--- config.mk ---
export PLATFORM = sky130hd
export DESIGN_NAME = stagger_seq
export DESIGN_NICKNAME = d
export VERILOG_FILES = /design/src/rtl/stagger_pkg.sv /design/src/rtl/stg_rst_sync.sv /design/src/rtl/stg_req_gate.sv /design/src/rtl/stg_tap_line.sv /design/src/rtl/stagger_seq.sv
export SDC_FILE = /design/constraint.sdc
export NUM_CORES = 1
export LEC_CHECK = 0
export ABC_AREA = 1
export CAP_MARGIN = 20
export CORE_MARGIN = 5
export CORE_UTILIZATION = 59
export DETAILED_ROUTE_END_ITERATION = 10
export PLACE_DENSITY = 0.82
export SLEW_MARGIN = 20
export SYNTH_ARGS = -nofsm -noshare
export SYNTH_HDL_FRONTEND = slang
export SYNTH_SLANG_ARGS = --single-unit
--- constraint.sdc ---
create_clock -name clk -period 6.6 [get_ports clk]
set_input_delay 0.66 -clock clk [delete_from_list [all_inputs] [get_ports clk]]
set_output_delay 0.66 -clock clk [all_outputs]
set_load 0.03 [all_outputs]
--- src/rtl/stagger_pkg.sv ---
package stagger_pkg;

  // Number of register stages between the request and the drive of a channel.
  // Channel 0 keeps a single register; each later channel adds STEP stages.
  function automatic int tap_depth(input int ch, input int step);
    return ch * step + 1;
  endfunction

  // Largest lag, in cycles, between channel 0 and the last channel.
  function automatic int max_lag(input int num_ch, input int step);
    return (num_ch - 1) * step;
  endfunction

endpackage

--- src/rtl/stg_rst_sync.sv ---
module stg_rst_sync (
  input  logic clk,
  input  logic arst_n,
  output logic srst_n
);
  logic meta_q;
  logic hold_q;
  logic meta_d;
  logic hold_d;

  always_comb begin
    meta_d = 1'b1;
    hold_d = meta_q;
  end

  always_ff @(posedge clk or negedge arst_n) begin
    if (!arst_n) begin
      meta_q <= 1'b0;
      hold_q <= 1'b0;
    end else begin
      meta_q <= meta_d;
      hold_q <= hold_d;
    end
  end

  assign srst_n = hold_q;
endmodule

--- src/rtl/stg_req_gate.sv ---
module stg_req_gate #(
  parameter int WIDTH = 16
) (
  input  logic [WIDTH-1:0] onoff,
  input  logic             blank,
  output logic [WIDTH-1:0] req
);
  // Gating happens only here, at the entry of the delay lines.
  always_comb begin
    req = onoff & ~{WIDTH{blank}};
  end
endmodule

--- src/rtl/stg_tap_line.sv ---
module stg_tap_line #(
  parameter int DEPTH = 1
) (
  input  logic clk,
  input  logic rst_n,
  input  logic din,
  output logic dout
);
  if (DEPTH == 1) begin : g_single
    logic bit_d;
    logic bit_q;

    always_comb begin
      bit_d = din;
    end

    always_ff @(posedge clk or negedge rst_n) begin
      if (!rst_n) begin
        bit_q <= 1'b0;
      end else begin
        bit_q <= bit_d;
      end
    end

    assign dout = bit_q;
  end else begin : g_chain
    logic [DEPTH-1:0] sh_d;
    logic [DEPTH-1:0] sh_q;

    always_comb begin
      sh_d = {sh_q[DEPTH-2:0], din};
    end

    always_ff @(posedge clk or negedge rst_n) begin
      if (!rst_n) begin
        sh_q <= '0;
      end else begin
        sh_q <= sh_d;
      end
    end

    assign dout = sh_q[DEPTH-1];
  end
endmodule

--- src/rtl/stagger_seq.sv ---
module stagger_seq
  import stagger_pkg::*;
#(
  parameter int NUM_CH   = 16,
  parameter int STEP_CYC = 1
) (
  input  logic              clk,
  input  logic              rst_n,
  input  logic [NUM_CH-1:0] onoff,
  input  logic              blank,
  output logic [NUM_CH-1:0] drive
);
  localparam int LAG = max_lag(NUM_CH, STEP_CYC);

  logic              rst_int_n;
  logic [NUM_CH-1:0] req;

  stg_rst_sync u_rst (
    .clk    (clk),
    .arst_n (rst_n),
    .srst_n (rst_int_n)
  );

  stg_req_gate #(.WIDTH(NUM_CH)) u_gate (
    .onoff (onoff),
    .blank (blank),
    .req   (req)
  );

  for (genvar ch = 0; ch < NUM_CH; ch++) begin : g_ch
    stg_tap_line #(.DEPTH(tap_depth(ch, STEP_CYC))) u_line (
      .clk   (clk),
      .rst_n (rst_int_n),
      .din   (req[ch]),
      .dout  (drive[ch])
    );
  end

  if (LAG < 0) begin : g_bad_param
    initial $error("stagger_seq: NUM_CH and STEP_CYC must be positive");
  end
endmodule

==> After elaboration in Yosys (flattened, before gate mapping) <==
Cells that the tools add are included.
{ "totals": {"out_inout_bits": 16, "in_bits": 19, "word_cells": 20, "regBits": 138} }
{ "classes": {"bitwise": 2} }
{ "op_table": {"columns": ["operator", "n"], "rows": [
  ["AND 16 bit", 1],
  ["NOT 16 bit", 1]
]} }

==> Depth between registers and ports, before layout <==
{ "logic_depth": {"word_depth": 2, "mapped_depth": 3, "depth_no_buf": 2} }

==> Modules after synthesis <==
A second synthesis with hierarchy kept.
{ "unflattened": {"hier_cells": 173, "hier_area_um2": 3611.0} }
{ "modules_own_cells": {"columns": ["mod", "seq_area_each_um2", "area_per_inst_um2", "instances", "cells_per_inst"], "rows": [
  ["stg_tap_line (g_ch[15].u_line)", 400.4, 400.4, 1, 16],
  ["stg_tap_line (g_ch[14].u_line)", 375.4, 375.4, 1, 15],
  ["stg_tap_line (g_ch[13].u_line)", 350.3, 350.3, 1, 14],
  ["stg_tap_line (g_ch[12].u_line)", 325.3, 325.3, 1, 13],
  ["stg_tap_line (g_ch[11].u_line)", 300.3, 300.3, 1, 12],
  ["stg_tap_line (g_ch[10].u_line)", 275.3, 275.3, 1, 11],
  ["stg_tap_line (g_ch[9].u_line)", 250.2, 250.2, 1, 10],
  ["stg_tap_line (g_ch[8].u_line)", 225.2, 225.2, 1, 9],
  ["stg_tap_line (g_ch[7].u_line)", 200.2, 200.2, 1, 8],
  ["stg_tap_line (g_ch[6].u_line)", 175.2, 175.2, 1, 7],
  ["stg_req_gate", 0.0, 153.9, 1, 34],
  ["stg_tap_line (g_ch[5].u_line)", 150.1, 150.1, 1, 6],
  ["stg_tap_line (g_ch[4].u_line)", 125.1, 125.1, 1, 5],
  ["stg_tap_line (g_ch[3].u_line)", 100.1, 100.1, 1, 4],
  ["4 more rows", null, null, null, null]
]} }

==> Worst setup path after synthesis <==
OpenSTA, ideal clock, no wires.
{ "synth_path": {"path_kind": "reg-to-output", "start": "reg g_ch[0].u_line.g_single.bit_q", "end": "out drive[0]", "path_buffers": 1, "stages_incl_launch_ff": 2, "setup_slack_ps": 5447, "required_ps": 5940, "arrival_ps": 493, "path_cell_list": "dfrtp_1 > buf_4"} }
{ "synth_lines": {"columns": ["element", "line_no", "rtl"], "rows": [
  ["start, declared", "stg_tap_line.sv:11", "logic bit_q;"],
  ["start signal, assigned", "stg_tap_line.sv:21", "bit_q <= bit_d;"],
  ["end, declared", "stagger_seq.sv:11", "output logic [NUM_CH-1:0] drive"]
]} }
No word-level cell between the ends.

==> Worst setup path in the final report <==
{ "layout_path": {"start": "reg g_ch[2].u_line.g_chain.sh_q[2]", "end": "out drive[2]"} }
{ "layout_lines": {"columns": ["element", "line_no", "rtl"], "rows": [
  ["start, declared", "stg_tap_line.sv:28", "logic [DEPTH-1:0] sh_q;"],
  ["start signal, assigned", "stg_tap_line.sv:36", "sh_q <= '0;"],
  ["start signal, assigned", "stg_tap_line.sv:38", "sh_q <= sh_d;"]
]} }
No word-level cell between the ends.

==> reports/qor.txt <==
Slew headroom: 44.4%
CP max-delay cell: clkdlybuf4s50_1
Critical Path, Cell by Cell: clkdlybuf4s50_1
H-tree levels: 4
Worst slew pin tran: 835 ps
Post-synthesis adder-cell area fraction: 0%
Via count: 1384
Post-Syn Instances: 189
Buf/Inv on CP: 1
Max Fclk: 0.457 GHz
Max-cap violations: 0
Max Slew Vio Count: 0
Post_cts resized: 0
Starting Density: 59.8%
Crit path time final: 2190 ps
WL final: 4690 um
Post-synthesis compound-gate area fraction: 0%
Simple-gate area share of the yosys netlist: 1.81%
CTS Buf Count: 17
RePlAce Congestion: 0.590
Worst VDD drop: 0.000316 V
# Post-CTS Setup Buffers: 0
Critical path required time: 5940 ps
Largest net degree at the start of global routing: 73
Flop2flop setup slack: 4860 ps
Power Total: 1.81 mW
Post-Synthesis Cell Area: 3730 sq um
Layout cell share with drive strength beyond 1: 15.1%
Clk_lat worst skew: 500 ps
Count of final hold-check violations: 0
Status: finished clean
Final worst path period share: 33.1%
DRT iter0 DRCs: 46
# rows: 29
Critical path endpoint category: output pin
NetSw: 0.390 mW
Post-synthesis mux area share: 0%
Per-cell routed wire length: 14.9 um
Internal Power: 1.42 mW
Setup crit end: drive[2]
DRC: 0
Gr ovfl total: 0
Clock Sinks: 138
Initial antenna violation count: 0
Switching Share: 21.5%
CTS tree: built
CTS Root Cell: clkbuf_8
Wire length of the first global-routing pass: 8000 um
Die W: 89.5 um
Vias in the first global route: 1601
RSZ-0062 raised after global routing: no
Vert. Die Dim: 89.5 um
Pwr dens: 394 nW/um^2
Final setup viols: 0
CTS hold repair buffers: 0
Post-Synth XOR/XNOR Area: 0%
Post-DRT Antenna Nets: 0
Dpl hpwl: 2440 um
Worst Setup SP: g_ch[2].u_line.g_chain.sh_q[2]
Post-synthesis cell type count: 8
Post-synthesis net count: 208
Clock power frac: 47.2%
Leakage power: 2.27 nW
HP Class: primary input to async pin
Crit-path max FO: 1
Combinational share of power: 2.5%
Register area share after synthesis: 92.6%
Maximum clock insertion buffer count: 2
Largest family of logic cells by synthesized area: buffers and inverters
Syn. warnings: 0
Sequential share of power: 50.3%
Via-per-instance ratio: 4.39
Die area: 8010 sq um
Register bit count reported by yosys: 138
Critical R2R Launch: u_rst.srst_n
Syn Area/Cell: 19.7 sq um
I/O pin cnt: 35
GRT Util Overall: 14.8%
Worst R2R End: g_ch[13].u_line.g_chain.sh_q[13]
CORE AREA: 6240 sq um
Fin util: 73.5%
Critical path's top delay family: buffers and inverters
R2R depth: 1
Clock slew at reported path FFs: 60 ps
TritonRoute pass-1 iters: 3
Port Buffers: 34
Critical path arrival: 1530 ps
Setup tns final: 0 ps
CP startpoint kind: flop
Critical path class: flop to output pin
Nets@finish: 244
Final Skew: 8.08 ps
Ant diodes: 0
Worst stage delay on the critical path: 670 ps
WP depth: 1
Synthesis-to-layout area growth: 22.9%
==> power groups by stage <==
stage,clock network [mW],registers (mW),logic [mW]
2_1_floorplan,0,0.923,0.0248
3_3_place_gp,0,0.919,0.0446
3_5_place_dp,0,0.924,0.0463
4_1_cts,0.872,0.911,0.0468
5_1_grt,0.913,0.916,0.0502
6_report,0.854,0.909,0.0455
==> worst min-delay path by stage <==
stage                                    start  slack (ps)                                to
2_1_floorplan  g_ch[10].u_line.g_chain.sh_q[9]         330  g_ch[10].u_line.g_chain.sh_q[10]
3_3_place_gp   g_ch[14].u_line.g_chain.sh_q[0]         330   g_ch[14].u_line.g_chain.sh_q[1]
3_5_place_dp   g_ch[13].u_line.g_chain.sh_q[2]         330   g_ch[13].u_line.g_chain.sh_q[3]
4_1_cts                                  rst_n         310                      u_rst.srst_n
5_1_grt                                  rst_n         310                      u_rst.hold_d
6_report                                 rst_n         330                      u_rst.srst_n
==> cell families (layout without fill, tap and decap cells) <==
group         count (synthesis)  in the layout
buf+inv                      34             83
simple gates                 16             16
other cells                   1              1
flops                       138            138
==> registers in the layout, indices dropped and copies added, names as in the netlist <==
signal	count
g_ch.u_line.dout	1
u_rst.hold_d	1
u_rst.srst_n	1
g_ch.u_line.g_chain.sh_q	135
==> placed cells by master (no fill, tap or decap) <==
master and instances:
clkinvlp_4 8, inv_6 1, clkdlybuf4s50_1 34, clkinv_2 1, clkbuf_8 2, nor2_2 3, clkinv_4 2, dfrtp_1 137
clkbuf_1 1, bufinv_16 1, buf_4 1, inv_1 16, dfrtp_4 1, conb_1 1, nor2_1 13, clkbuf_16 16
==> final cells by class <==
type,instances,area (sq um)
multi-input cells,17,71.3
flip-flops and latches,138,3460
fillers,369,1660
repair buffers,35,348
clock buffers,19,432
clock inverters,13,121
inverters,16,60.1
well taps,77,96.3
==> Yosys cell counts <==
cell     instances  area [sq um]
dfrtp_1        138          3450
buf_6            1          11.3
conb_1           1          3.75
nor2_2           3          18.8
buf_4           16           120
inv_1           16          60.1
nor2_1          13          48.8
buf_8            1          15.0
==> stage by stage <==
step           instance area (sq um)  setup slack [ps]  instances  hold slack, ps
2_1_floorplan                   3730              2470        189             331
3_3_place_gp                    4030              4860        283             331
3_5_place_dp                    4030              4760        283             335
4_1_cts                         4590              4370        315             309
5_1_grt                         4590              4350        315             311
6_report                        4590              4410        315             332
==> layer usage <==
metal,up-vias,share of wire (%),global-route usage [%]
met5,-,0,0
met3,6,6.4,6.82
met1,720,38,16.6
met4,0,1.2,7.31
met2,43,54,24.1
li1,615,-,-
Power figures use the tool's default switching activity.
